===== src/rtl/spi_host_pkg.sv =====
package spi_host_pkg;

   // register word index, taken from byte address bits 4:2
   localparam logic [2:0] W_RXD  = 3'd0;
   localparam logic [2:0] W_TXD  = 3'd1;
   localparam logic [2:0] W_STAT = 3'd2;
   localparam logic [2:0] W_CTRL = 3'd3;
   localparam logic [2:0] W_TSEL = 3'd5;

   // status bit positions, mirrored by enables in the control word
   localparam int unsigned B_ROE  = 3;
   localparam int unsigned B_TOE  = 4;
   localparam int unsigned B_TMT  = 5;
   localparam int unsigned B_TRDY = 6;
   localparam int unsigned B_RRDY = 7;
   localparam int unsigned B_ERR  = 8;
   localparam int unsigned B_FSEL = 10;

   localparam logic [31:0] IRQ_EN_MASK = (32'd1 << B_ROE) | (32'd1 << B_TOE) |
                                         (32'd1 << B_TRDY) | (32'd1 << B_RRDY) |
                                         (32'd1 << B_ERR);
   localparam logic [31:0] CTRL_MASK   = IRQ_EN_MASK | (32'd1 << B_FSEL);

   typedef struct packed {
      logic        sel;
      logic        wr;
      logic [2:0]  word;
      logic [31:0] data;
   } bus_req_t;

endpackage


===== src/rtl/spi_host_baud.sv =====
module spi_host_baud #(
   parameter int unsigned HALF = 2
) (
   input  logic clk,
   input  logic rst_n,
   input  logic run,
   output logic tick
);

   generate
      if (HALF == 1) begin : g_every
         assign tick = run;
      end else begin : g_count
         localparam int unsigned CW = $clog2(HALF);
         localparam logic [CW-1:0] TOP = CW'(HALF - 1);
         logic [CW-1:0] cnt_q;

         always_ff @(posedge clk or negedge rst_n) begin
            if (!rst_n) begin
               cnt_q <= '0;
            end else if (!run || cnt_q == TOP) begin
               cnt_q <= '0;
            end else begin
               cnt_q <= cnt_q + 1'b1;
            end
         end

         assign tick = run && (cnt_q == TOP);
      end
   endgenerate

endmodule


===== src/rtl/spi_host_shifter.sv =====
module spi_host_shifter #(
   parameter int unsigned WORD_W  = 8,
   parameter int unsigned CLK_DIV = 4
) (
   input  logic              clk,
   input  logic              rst_n,
   input  logic              hold_full,
   input  logic [WORD_W-1:0] hold_word,
   input  logic              miso,
   output logic              pop,
   output logic              busy,
   output logic              sclk,
   output logic              mosi,
   output logic              done,
   output logic [WORD_W-1:0] rx_word
);

   localparam int unsigned HALF  = CLK_DIV / 2;
   localparam int unsigned CNT_W = $clog2(WORD_W);
   localparam logic [CNT_W-1:0] LAST_BIT = CNT_W'(WORD_W - 1);

   logic              tick;
   logic              busy_q;
   logic              sclk_q;
   logic [CNT_W-1:0]  bit_q;
   logic [WORD_W-1:0] tx_sh;
   logic [WORD_W-1:0] rx_sh;

   spi_host_baud #(.HALF(HALF)) u_baud (
      .clk   (clk),
      .rst_n (rst_n),
      .run   (busy_q),
      .tick  (tick)
   );

   assign pop  = hold_full && !busy_q;
   assign done = busy_q && tick && sclk_q && (bit_q == LAST_BIT);

   always_ff @(posedge clk or negedge rst_n) begin
      if (!rst_n) begin
         busy_q <= 1'b0;
         sclk_q <= 1'b0;
         bit_q  <= '0;
         tx_sh  <= '0;
         rx_sh  <= '0;
      end else if (pop) begin
         tx_sh  <= hold_word;
         busy_q <= 1'b1;
         sclk_q <= 1'b0;
         bit_q  <= '0;
      end else if (busy_q && tick) begin
         if (!sclk_q) begin
            sclk_q <= 1'b1;
            rx_sh  <= {rx_sh[WORD_W-2:0], miso};
         end else begin
            sclk_q <= 1'b0;
            if (bit_q == LAST_BIT) begin
               busy_q <= 1'b0;
            end else begin
               bit_q <= bit_q + 1'b1;
               tx_sh <= {tx_sh[WORD_W-2:0], 1'b0};
            end
         end
      end
   end

   assign busy    = busy_q;
   assign sclk    = sclk_q;
   assign mosi    = tx_sh[WORD_W-1];
   assign rx_word = rx_sh;


   sclk_idle_low_chk: assert property (@(posedge clk) disable iff (!rst_n)
      !busy_q |-> !sclk_q);


   load_starts_low_chk: assert property (@(posedge clk) disable iff (!rst_n)
      pop |=> (busy_q && !sclk_q));

endmodule


===== src/rtl/spi_host_regs.sv =====
module spi_host_regs
   import spi_host_pkg::*;
#(
   parameter int unsigned WORD_W  = 8,
   parameter int unsigned NUM_SEL = 4
) (
   input  logic               clk,
   input  logic               rst_n,
   input  bus_req_t           req,
   output logic [31:0]        rdata,
   input  logic               xfer_busy,
   input  logic               xfer_pop,
   input  logic               xfer_done,
   input  logic [WORD_W-1:0]  xfer_rx,
   output logic               hold_full,
   output logic [WORD_W-1:0]  hold_word,
   output logic [NUM_SEL-1:0] sel_mask,
   output logic               force_sel,
   output logic               irq
);

   logic               tx_wr, st_wr, ct_wr, ts_wr, rx_rd;
   logic               full_q, rrdy_q, roe_q, toe_q;
   logic [WORD_W-1:0]  hold_q;
   logic [WORD_W-1:0]  rx_q;
   logic [31:0]        ctrl_q;
   logic [NUM_SEL-1:0] sel_q;
   logic [31:0]        stat_w;

   assign tx_wr = req.sel &&  req.wr && (req.word == W_TXD);
   assign st_wr = req.sel &&  req.wr && (req.word == W_STAT);
   assign ct_wr = req.sel &&  req.wr && (req.word == W_CTRL);
   assign ts_wr = req.sel &&  req.wr && (req.word == W_TSEL);
   assign rx_rd = req.sel && !req.wr && (req.word == W_RXD);

   // transmit holding register
   always_ff @(posedge clk or negedge rst_n) begin
      if (!rst_n) begin
         full_q <= 1'b0;
         hold_q <= '0;
      end else if (tx_wr && !full_q) begin
         full_q <= 1'b1;
         hold_q <= req.data[WORD_W-1:0];
      end else if (xfer_pop) begin
         full_q <= 1'b0;
      end
   end

   // receive data and ready flag
   always_ff @(posedge clk or negedge rst_n) begin
      if (!rst_n) begin
         rx_q   <= '0;
         rrdy_q <= 1'b0;
      end else if (xfer_done) begin
         rx_q   <= xfer_rx;
         rrdy_q <= 1'b1;
      end else if (rx_rd) begin
         rrdy_q <= 1'b0;
      end
   end

   // sticky overrun flags: a new event wins over a clearing write
   always_ff @(posedge clk or negedge rst_n) begin
      if (!rst_n) begin
         roe_q <= 1'b0;
         toe_q <= 1'b0;
      end else begin
         if (xfer_done && rrdy_q && !rx_rd) begin
            roe_q <= 1'b1;
         end else if (st_wr) begin
            roe_q <= 1'b0;
         end
         if (tx_wr && full_q) begin
            toe_q <= 1'b1;
         end else if (st_wr) begin
            toe_q <= 1'b0;
         end
      end
   end

   // control and target select
   always_ff @(posedge clk or negedge rst_n) begin
      if (!rst_n) begin
         ctrl_q <= '0;
         sel_q  <= '0;
      end else begin
         if (ct_wr) begin
            ctrl_q <= req.data & CTRL_MASK;
         end
         if (ts_wr) begin
            sel_q <= req.data[NUM_SEL-1:0];
         end
      end
   end

   always_comb begin
      stat_w         = '0;
      stat_w[B_ROE]  = roe_q;
      stat_w[B_TOE]  = toe_q;
      stat_w[B_TMT]  = !full_q && !xfer_busy;
      stat_w[B_TRDY] = !full_q;
      stat_w[B_RRDY] = rrdy_q;
      stat_w[B_ERR]  = roe_q || toe_q;
   end

   always_comb begin
      rdata = '0;
      case (req.word)
         W_RXD:   rdata[WORD_W-1:0]  = rx_q;
         W_STAT:  rdata              = stat_w;
         W_CTRL:  rdata              = ctrl_q;
         W_TSEL:  rdata[NUM_SEL-1:0] = sel_q;
         default: rdata              = '0;
      endcase
   end

   assign hold_full = full_q;
   assign hold_word = hold_q;
   assign sel_mask  = sel_q;
   assign force_sel = ctrl_q[B_FSEL];
   assign irq       = |(stat_w & ctrl_q & IRQ_EN_MASK);


   done_sets_ready_chk: assert property (@(posedge clk) disable iff (!rst_n)
      xfer_done |=> rrdy_q);


   read_clears_ready_chk: assert property (@(posedge clk) disable iff (!rst_n)
      (rx_rd && !xfer_done) |=> !rrdy_q);


   rx_overrun_chk: assert property (@(posedge clk) disable iff (!rst_n)
      (xfer_done && rrdy_q && !rx_rd) |=> roe_q);


   tx_overrun_chk: assert property (@(posedge clk) disable iff (!rst_n)
      (tx_wr && full_q) |=> (toe_q && $stable(hold_q)));

endmodule


===== src/rtl/spi_host_ctrl.sv =====
module spi_host_ctrl
   import spi_host_pkg::*;
#(
   parameter int unsigned WORD_W  = 8,
   parameter int unsigned NUM_SEL = 4,
   parameter int unsigned CLK_DIV = 4
) (
   input  logic               clk,
   input  logic               rst_n,
   input  logic               bus_sel,
   input  logic               bus_wr,
   input  logic [4:0]         bus_addr,
   input  logic [31:0]        bus_wdata,
   output logic [31:0]        bus_rdata,
   output logic               sclk,
   output logic               mosi,
   input  logic               miso,
   output logic [NUM_SEL-1:0] ss_n,
   output logic               irq
);

   generate
      if (WORD_W < 2 || WORD_W > 32) begin : g_bad_word
         initial $fatal(1, "spi_host_ctrl: WORD_W must lie in 2..32");
      end
      if (NUM_SEL < 1 || NUM_SEL > 32) begin : g_bad_sel
         initial $fatal(1, "spi_host_ctrl: NUM_SEL must lie in 1..32");
      end
      if (CLK_DIV < 2 || (CLK_DIV % 2) != 0) begin : g_bad_div
         initial $fatal(1, "spi_host_ctrl: CLK_DIV must be even and at least 2");
      end
   endgenerate

   bus_req_t           req;
   logic               unused_addr_lsb;
   logic               pop, busy, done, hold_full, force_sel;
   logic [WORD_W-1:0]  hold_word, rx_word;
   logic [NUM_SEL-1:0] sel_mask;

   assign req             = '{sel: bus_sel, wr: bus_wr, word: bus_addr[4:2], data: bus_wdata};
   assign unused_addr_lsb = ^bus_addr[1:0];

   spi_host_regs #(.WORD_W(WORD_W), .NUM_SEL(NUM_SEL)) u_regs (
      .clk       (clk),
      .rst_n     (rst_n),
      .req       (req),
      .rdata     (bus_rdata),
      .xfer_busy (busy),
      .xfer_pop  (pop),
      .xfer_done (done),
      .xfer_rx   (rx_word),
      .hold_full (hold_full),
      .hold_word (hold_word),
      .sel_mask  (sel_mask),
      .force_sel (force_sel),
      .irq       (irq)
   );

   spi_host_shifter #(.WORD_W(WORD_W), .CLK_DIV(CLK_DIV)) u_shift (
      .clk       (clk),
      .rst_n     (rst_n),
      .hold_full (hold_full),
      .hold_word (hold_word),
      .miso      (miso),
      .pop       (pop),
      .busy      (busy),
      .sclk      (sclk),
      .mosi      (mosi),
      .done      (done),
      .rx_word   (rx_word)
   );

   for (genvar i = 0; i < NUM_SEL; i++) begin : g_sel
      assign ss_n[i] = !(force_sel && sel_mask[i]);
   end

endmodule


===== config.mk =====
export PLATFORM = sky130hd
export DESIGN_NAME = spi_host_ctrl
export DESIGN_NICKNAME = d
export VERILOG_FILES = /design/src/rtl/spi_host_pkg.sv /design/src/rtl/spi_host_baud.sv /design/src/rtl/spi_host_shifter.sv /design/src/rtl/spi_host_regs.sv /design/src/rtl/spi_host_ctrl.sv
export SDC_FILE = /design/constraint.sdc
export NUM_CORES = 1
export LEC_CHECK = 0
export BUFFER_PORTS_ARGS = -buffer_cell sky130_fd_sc_hd__buf_4
export CAP_MARGIN = 20
export CELL_PAD_IN_SITES_DETAIL_PLACEMENT = 1
export CELL_PAD_IN_SITES_GLOBAL_PLACEMENT = 1
export CORE_MARGIN = 4
export CORE_UTILIZATION = 43
export CTS_BUF_LIST = sky130_fd_sc_hd__clkbuf_4 sky130_fd_sc_hd__clkbuf_8
export DETAILED_ROUTE_END_ITERATION = 7
export GPL_ROUTABILITY_DRIVEN = 0
export GPL_TIMING_DRIVEN = 0
export PLACE_DENSITY_LB_ADDON = 0.1
export SKIP_LAST_GASP = 1
export SLEW_MARGIN = 15
export SYNTH_ARGS = -nofsm -noshare
export SYNTH_HDL_FRONTEND = slang
export SYNTH_SLANG_ARGS = --single-unit

===== constraint.sdc =====
create_clock -name clk -period 4.6 [get_ports clk]
set_clock_uncertainty 0.1 [all_clocks]
set_input_delay 0.92 -clock clk [delete_from_list [all_inputs] [get_ports clk]]
set_output_delay 0.92 -clock clk [all_outputs]
set_load 0.02 [all_outputs]

==> impl_metrics.ini, run 1 <==
[status]
status = complete, no violations

[timing]
setup_viol = 0
hold_viol_final = 0
min_period_ns = 3.04
rsz0062_at_grt = false
relSlewSlack = 0.568
setup_tns_ns = 0
worst_pin_slew_ns = 0.648
slew_viol_final = 0
fmax_ghz = 0.329
post-route-period-util = 0.660

[pwr]
pwr-share-comb = 0.330
power_frac_seq = 0.488
p_switching_uw = 503
swShare = 0.338
p_leak_nw = 1.50
p_int_uw = 987
ir_drop_v = 0.000235
power_frac_clock = 0.182
finalPower_mw = 1.49
p_per_area_nw_per_um2 = 483

[yosys]
ys_seq_area_frac = 0.505
yosysTopAreaCellShare = 0.505
yosys.cell_types.count = 39
synth_area_leaders = dfrtp_1 50%, mux2_2 15%, buf_4 6.4%
mappedNetlistArea_um2 = 2580
async_flop_share = 1.00
yosysWarnings = 0
synth_most_common_cell = dfrtp_1
yosysTopAreaCell = dfrtp_1
synth_common_cells = 52 x dfrtp_1, 34 x mux2_2, 34 x nand2_1
synth_cells = 235
synth-seq-cells = 52
ys.flop_type = dfrtp_1
syn_area_per_cell_um2 = 11.0
synth_edf_count = 0

[grt]
grt_pass1_vias = 1954
grt_pass1_wl_um = 9800
grt_max_degree = 53
antenna_found_initial = 0
grt_usage = 0.172
grt_remaining_overflow = 0

[cts]
clockRootBuffer = clkbuf_8
clock_latency_ns = 0.31
clockBufferDepth = 2
cts-resized-gates = 0
post-cts-setup-buffer-count = 0
cts_tree = yes
postCtsHoldBufs = 0
clkSinkCount = 52
h-tree-depth = 2
clk_pin_slew_ns = 0.09
cts_buffers = 5

[routing]
dr.pass1.iters = 4
drt-total-wl_um = 5770
avgRoutedWirePerCell_um = 15.6
antenna_left = 0
drtIter0Drc = 94
viasPerCell = 5.02
vias = 1854
drcViolationCount = 0

[floorplanning]
initial_core_util = 0.454
core-area_um2 = 5680
row_count = 27
die_h_um = 85.4
die_area_um2 = 7300
ios = 81
die_x_um = 85.4

[worst_setup_path]
cp.required_ns = 3.58
arrival_ns = 2.02
path_cells = buf_4 -> buf_2 -> buf_2 -> nand3_1 -> o21a_1 -> nor2_1 -> buf_4
cp_slowest_cell = buf_2
crit_fanout = 10
crit_path_start_kind = input port
max_stage_delay_ns = 0.27
cp-end-kind = output pin
rrSetupSlack_ns = 2.74
critPathKind = input port to output pin

[flow_run]
drv_cap = 0

[layout]
layout-drive-gt1-share = 0.370
final_nets = 340
area_growth_pct = 19.8
diodes = 0

[placement]
place.port_buffers = 33
dp_hpwl_um = 4370

[hold_path]
holdCritPathClass = register to register
[metrics by stage]
| step | setup WS, ns | hold slack, ns | util | instances | instance area (µm²) |
|---|---|---|---|---|---|
| after floorplan | 1.72 | 0.350 | - | 256 | 2660 |
| after global placement | 1.57 | 0.369 | 0.528 | 361 | 2990 |
| after detailed placement | 1.56 | 0.386 | 0.528 | 361 | 2990 |
| after CTS | 1.55 | 0.412 | 0.544 | 369 | 3090 |
| after global routing | 1.44 | 0.425 | 0.544 | 369 | 3090 |
| final | 1.56 | 0.406 | 0.544 | 369 | 3090 |
[path summary, 6_finish.rpt]
| check | cells past startpoint | endpoint | start |
|---|---|---|---|
| max | 7 | bus_rdata[7] | bus_addr[3] |
| min | 1 | u_shift.rx_word[7]$_DFFE_PN0P_ | u_shift.rx_word[7]$_DFFE_PN0P_ |
| max reg2reg | 5 | u_regs.rx_q[7]$_DFFE_PN0P_ | u_shift.bit_q[0]$_DFFE_PN0P_ |
| min reg2reg | 1 | u_shift.rx_word[7]$_DFFE_PN0P_ | u_shift.rx_word[7]$_DFFE_PN0P_ |
| max in group asynchronous | 1 | u_shift.rx_word[5]$_DFFE_PN0P_ | rst_n |
| min in group asynchronous | 1 | u_shift.tx_sh[6]$_DFFE_PN0P_ | rst_n |
[power groups by stage]
stage	clock [mW]	sequential [mW]	combinational, mW
2_1_floorplan	0	0.712	0.357
3_3_place_gp	0	0.731	0.474
3_5_place_dp	0	0.740	0.497
4_1_cts	0.282	0.731	0.499
5_1_grt	0.298	0.756	0.552
6_report	0.271	0.728	0.492
[metal layers]
metal / up-vias / part of all wire / global-route usage
met1: 895 / 0.45 / 0.224
met2: 52 / 0.47 / 0.280
met4: 0 / 0.015 / 0.0518
li1: 900 / - / -
met5: - / 0 / 0
met3: 7 / 0.067 / 0.0476
[flip-flops by register name, indices dropped and copies added, names as in the netlist, 3 cells and up]
signal and count:
u_shift.bit_q 3, u_regs.hold_word 8, u_shift.rx_word 8, u_regs.ctrl_q 6, u_regs.sel_mask 4, u_regs.rx_q 8, u_shift.tx_sh 8
[layout make-up]
class / count / area, µm²
inverter: 3 / 11.3
buffer: 35 / 238
fill: 660 / 2590
clock inverter: 2 / 10.0
timing repair buffer: 33 / 248
tap: 72 / 90.1
sequential: 52 / 1300
multi-input combinational: 166 / 1110
clock buffer: 6 / 82.6
[placed cells by master, fill, tap and decap left out, types with 4 or more instances in the layout]
cell / n
mux2_2: 34
nor2_1: 6
buf_2: 7
clkbuf_1: 4
buf_4: 55
dfrtp_1: 52
o21ai_0: 6
nor3_1: 8
clkbuf_8: 6
nand2_1: 34
nand3_1: 7
a21oi_1: 4
conb_1: 22
a31oi_1: 8
[critical path: cells and delay by family]
family	cells	cell delay, ns
AOI/OAI and AO/OA	1	0.13
buffers and inverters	4	0.75
and+or+nand+nor	2	0.22
[logic make-up (layout without fill, tap and decap cells)]
kind of cell,count (synthesis),after routing,share of synthesized area
adder cells (fa/ha/maj),2,2,0.00971
XOR/XNOR,1,1,0.00340
multiplexers,37,37,0.160
AND/OR/NAND/NOR,75,75,0.153
other,1,22,0.00145
buffers and inverters,38,79,0.0966
AO/OA/AOI/OAI,29,29,0.0704
flip-flops,52,52,0.505
Power figures use the tool's default switching activity.
==> inputs of run 2 (changes only) <==
--- a/config.mk
+++ b/config.mk
@@ -5,12 +5,13 @@
 export SDC_FILE = /design/constraint.sdc
 export NUM_CORES = 1
 export LEC_CHECK = 0
+export ABC_AREA = 1
 export BUFFER_PORTS_ARGS = -buffer_cell sky130_fd_sc_hd__buf_4
 export CAP_MARGIN = 20
 export CELL_PAD_IN_SITES_DETAIL_PLACEMENT = 1
 export CELL_PAD_IN_SITES_GLOBAL_PLACEMENT = 1
 export CORE_MARGIN = 4
-export CORE_UTILIZATION = 43
+export CORE_UTILIZATION = 34
 export CTS_BUF_LIST = sky130_fd_sc_hd__clkbuf_4 sky130_fd_sc_hd__clkbuf_8
 export DETAILED_ROUTE_END_ITERATION = 7
 export GPL_ROUTABILITY_DRIVEN = 0
==> constraint.sdc (replaced) <==
create_clock -name clk -period 2.7 [get_ports clk]
set_clock_uncertainty 0.1 [all_clocks]
set_input_delay 0.54 -clock clk [delete_from_list [all_inputs] [get_ports clk]]
set_output_delay 0.54 -clock clk [all_outputs]
set_load 0.02 [all_outputs]
==> run 2 against run 1 <==
Against the previous run:
- hold slack got worse by 0.23 ns
- die area increased by 25%
- combinational power increased by 55%
- synthesized cell count increased by 38%
- cell area increased by 1.9%
- global-route usage decreased by 1.9 points
- core utilization decreased by 11 points
- clock-buffer cell count increased by 1
- final cell count increased by 31%
- flip-flop and latch count unchanged
- largest power group unchanged
==> impl_metrics.ini, run 2 <==
[floorplanning]
die_x_um = 95.4
row_count = 31
initial_core_util = 0.354
ios = 81
die_h_um = 95.4
core-area_um2 = 7330
die_area_um2 = 9100

[yosys]
yosysWarnings = 0
synth_area_leaders = dfrtp_1 50%, nand2_1 19%, buf_4 6.9%
yosys.cell_types.count = 22
synth-seq-cells = 52
syn_area_per_cell_um2 = 8.02
synth_cells = 324
yosysTopAreaCellShare = 0.501
ys_seq_area_frac = 0.501
synth_most_common_cell = nand2_1
ys.flop_type = dfrtp_1
yosysTopAreaCell = dfrtp_1
mappedNetlistArea_um2 = 2600
synth_common_cells = 129 x nand2_1, 52 x dfrtp_1, 31 x nand3_1
synth_edf_count = 0
async_flop_share = 1.00

[status]
status = complete, no violations

[layout]
layout-drive-gt1-share = 0.220
fillers = 904
final_nets = 429
area_growth_pct = 21.1
design_area_um2 = 3150
diodes = 0
mostFrequentLayoutCell = nand2_1
stdcell_count = 485
fin_util = 0.429
mostFrequentLayoutCells = 129 x nand2_1, 57 x buf_4, 52 x dfrtp_1

[timing]
post-route-period-util = 0.804
hold_viol_final = 0
min_period_ns = 2.17
relSlewSlack = 0.544
worst_pin_slew_ns = 0.684
setup_viol = 0
fmax_ghz = 0.461
setup_tns_ns = 0
rsz0062_at_grt = false
slew_viol_final = 0
fin_ws_ns = 0.529

[pwr]
p_int_mw = 1.53
power_frac_clock = 0.198
ir_drop_v = 0.000336
p_per_area_nw_per_um2 = 767
swShare = 0.367
p_leak_nw = 1.71
p_switching_uw = 885
pwr-share-comb = 0.315
power_frac_seq = 0.487

[worst_setup_path]
critPathKind = input port to output pin
cp.required_ns = 2.06
crit_fanout = 7
arrival_ns = 1.53
crit_path_start_kind = input port
cp-end-kind = output pin

[cts]
postCtsHoldBufs = 0
post-cts-setup-buffer-count = 0
clockRootBuffer = clkbuf_8
clk_pin_slew_ns = 0.09
clockBufferDepth = 2
cts_buffers = 5
clkSinkCount = 52
h-tree-depth = 2
clock_latency_ns = 0.30
cts_tree = yes
cts-resized-gates = 0

[routing]
drt-total-wl_um = 6450
vias = 2213
dr.pass1.iters = 4
drtIter0Drc = 78
avgRoutedWirePerCell_um = 13.3
viasPerCell = 4.56
antenna_left = 0
drcViolationCount = 0

[placement]
placed_cells = 477
place.port_buffers = 33
place_area_um2 = 3050
dp_hpwl_um = 4910
pre_cts_ws_ns = 0.500

[grt]
grt_remaining_overflow = 0
grt_pass1_vias = 2313
grt_max_degree = 53
grt_usage = 0.153
antenna_found_initial = 0
grt_pass1_wl_um = 11000

[hold_path]
holdCritPathClass = input port to async pin

[flow_run]
drv_cap = 0
## run 2: per-stage QoR
step / total power [mW] / hold slack (ns)
6_report: 2.41 / 0.176
5_1_grt: 2.63 / 0.216
4_1_cts: 2.45 / 0.199
3_5_place_dp: 1.97 / 0.365
3_3_place_gp: 1.94 / 0.361
2_1_floorplan: 1.69 / 0.144
## run 2: cell families after synthesis
family	share of synthesized area
compound gates	0.0501
fa+ha+maj	0.00963
buf+inv	0.114
flops	0.501
other cells	0.00144
simple gates	0.324
## run 2: metal layers
layer	GRT usage	vias up	part of all wire	routed length, µm
met1	0.206	1064	0.48	3080
met5	0	-	0	0
met2	0.252	31	0.47	3040
met4	0.0261	0	0.0087	56
met3	0.0403	6	0.042	272
li1	-	1112	-	-
## run 2: path summary, 6_finish.rpt
path	from	endpoint	slack, ns	depth (start not counted)
hold / removal	rst_n	u_regs.hold_word[4]$_DFFE_PN0P_	0.18	1
hold reg to reg	u_regs.hold_word[2]$_DFFE_PN0P_	u_regs.hold_word[2]$_DFFE_PN0P_	0.38	2
min in group clk	bus_wdata[8]	u_regs.ctrl_q[8]$_DFFE_PN0P_	0.37	3
max in group asynchronous	rst_n	u_regs.hold_full$_DFFE_PN0P_	1.87	1
setup reg to reg	u_shift.bit_q[0]$_DFFE_PN0P_	u_shift.tx_sh[6]$_DFFE_PN0P_	0.98	7
setup / recovery	bus_addr[3]	bus_rdata[7]	0.53	5
## run 2: power groups by stage
stage | registers [mW] | logic, mW | clock network [mW]
2_1_floorplan | 1.16 | 0.532 | 0
3_3_place_gp | 1.18 | 0.756 | 0
3_5_place_dp | 1.19 | 0.779 | 0
4_1_cts | 1.18 | 0.780 | 0.494
5_1_grt | 1.20 | 0.889 | 0.534
6_report | 1.17 | 0.761 | 0.478
## run 2: critical path, stage by stage
cell	delay, ns
buf_2	0.16
nor3_2	0.42
nand2_1	0.14
nand3_1	0.12
buf_4	0.15
## run 2: cell type report
cell class                      count  area (µm²)  area share
Inverter                           23        86.3      0.0274
Tap cell                           99         124      0.0394
Clock buffer                        7        90.1      0.0286
Sequential cell                    52        1300       0.414
Clock inverter                      1        7.51     0.00239
Multi-Input combinational cell    240        1080       0.343
Timing Repair Buffer               33         248      0.0788
Buffer                             30         210      0.0668
==> inputs of run 3 (changes only) <==
==> constraint.sdc (replaced) <==
create_clock -name clk -period 1.9 [get_ports clk]
set_clock_uncertainty 0.1 [all_clocks]
set_input_delay 0.38 -clock clk [delete_from_list [all_inputs] [get_ports clk]]
set_output_delay 0.38 -clock clk [all_outputs]
set_load 0.02 [all_outputs]
==> run 3 against run 2 <==
Against the previous run:
- first-iteration DRC count increased by 31%
- flip-flop and latch count stayed put
- sequential power increased by 42%
- setup slack got worse by 0.45 ns
- power grew 44%
- critical path depth did not move
- routed wire length rose by 0.48%
- global-route usage is the same
- combinational power grew 47%
- sequential share of layout area down 0.47 points
- via count rose by 1.4%
- final cell count is 0.62% higher
- critical path type is now register to output pin
==> impl_metrics.ini, run 3 (synthesis results as in run 2) <==
[floorplanning]
die_x_um = 95.4
die_h_um = 95.4
core-area_um2 = 7330
row_count = 31
initial_core_util = 0.354
die_area_um2 = 9100
ios = 81

[cts]
clockRootBuffer = clkbuf_8
postCtsHoldBufs = 0
clock_latency_ns = 0.30
cts_tree = yes
clkSinkCount = 52
clk_pin_slew_ns = 0.09
cts_buffers = 5
h-tree-depth = 2
clockBufferDepth = 2

[routing]
dr.pass1.iters = 4
avgRoutedWirePerCell_um = 13.3
viasPerCell = 4.60
drcViolationCount = 0
vias = 2245
antenna_left = 0
drt-total-wl_um = 6480
drtIter0Drc = 102

[layout]
mostFrequentLayoutCell = nand2_1
fin_util = 0.434
mostFrequentLayoutCells = 128 x nand2_1, 61 x buf_4, 52 x dfrtp_1
area_growth_pct = 22.5
layout-drive-gt1-share = 0.237
final_nets = 432
diodes = 0

[timing]
fmax_ghz = 0.550
setup_viol = 0
post-route-period-util = 0.957
worst_pin_slew_ns = 0.681
slew_viol_final = 0
rsz0062_at_grt = true
min_period_ns = 1.82
hold_viol_final = 0
relSlewSlack = 0.546
fin_ws_ns = 0.0817

[worst_setup_path]
cp.required_ns = 1.42
arrival_ns = 1.34
cp-end-kind = output pin
crit_path_start_kind = register
crit_path_frequent_cell = buf_4
critPathKind = register to output pin
path_cells = inv_2 -> buf_4 -> nand2_1 -> nand3_1 -> buf_4
cp_slowest_cell = dfrtp_1
crit_fanout = 10
max_stage_delay_ns = 0.42

[grt]
grt_max_degree = 53
grt_pass1_wl_um = 11000
grt_usage = 0.153
grt_pass1_vias = 2313
grt_remaining_overflow = 0
antenna_found_initial = 0

[placement]
pre_cts_ws_ns = 0.0199
dp_hpwl_um = 4910
place.port_buffers = 33

[pwr]
ir_drop_v = 0.000475
p_leak_nw = 1.73
p_per_area_nw_per_um2 = 1090

[hold_path]
holdCritPathClass = input port to async pin

[status]
status = complete, no violations

[flow_run]
drv_cap = 0
[run 3: final timing paths]
check / from / to / slack, ns / cells past startpoint
worst min register to register: u_regs.hold_word[2]$_DFFE_PN0P_ / u_regs.hold_word[2]$_DFFE_PN0P_ / 0.38 / 2
worst max-delay path: u_regs.hold_full$_DFFE_PN0P_ / bus_rdata[6] / 0.08 / 5
worst max register to register: u_shift.bit_q[0]$_DFFE_PN0P_ / u_shift.tx_sh[6]$_DFFE_PN0P_ / 0.13 / 7
worst min-delay path: rst_n / u_regs.hold_word[4]$_DFFE_PN0P_ / 0.02 / 1
min in group clk: bus_wdata[8] / u_regs.ctrl_q[8]$_DFFE_PN0P_ / 0.21 / 3
max in group asynchronous: rst_n / u_regs.hold_full$_DFFE_PN0P_ / 1.24 / 1
[run 3: power by group]
| part | switching, mW | internal, mW |
|---|---|---|
| combinational | 0.682 | 0.443 |
| clock | 0.364 | 0.311 |
| sequential | 0.221 | 1.44 |
| total | 1.27 | 2.20 |
[run 3: routing by layer]
metal	track usage	vias up	wire length [µm]
li1	-	1121	-
met1	0.206	1075	3000
met3	0.0403	6	320
met5	0	-	0
met4	0.0261	0	57
met2	0.252	43	3110
[run 3: metrics by stage]
| stage | hold WS (ns) | area, µm² | TNS (ns) | power [mW] | instances |
|---|---|---|---|---|---|
| finish | 0.0183 | 3180 | 0 | 3.46 | 488 |
| global route | 0.0556 | 3180 | -0.0257 | 3.77 | 488 |
| CTS | 0.0386 | 3150 | 0 | 3.48 | 485 |
| detailed placement | 0.365 | 3050 | 0 | 2.80 | 477 |
| global placement | 0.361 | 3050 | -0.0372 | 2.75 | 477 |
| floorplan | -0.0156 | 2680 | 0 | 2.40 | 345 |
[run 3: worst max-delay path, delay by kind of cell (launching register included)]
kind          cells  cell delay, ns
simple gates      2            0.15
buf+inv           3            0.46
flops             1            0.42
[run 3: layout make-up]
class	count	area [µm²]
Timing Repair Buffer	36	270
Sequential cell	52	1300
Tap cell	99	124
Buffer	30	213
Clock buffer	7	90.1
Inverter	23	86.3
Multi-Input combinational cell	240	1090
Fill cell	907	4150
Clock inverter	1	7.51
[run 3: what timing repair did]
item	CTS	global route
resized for setup	2	5
buffers inserted	0	3
hold endpoints to repair	0	0
cloned	0	0
pin swaps	0	0
endpoints found under the setup margin	3	12
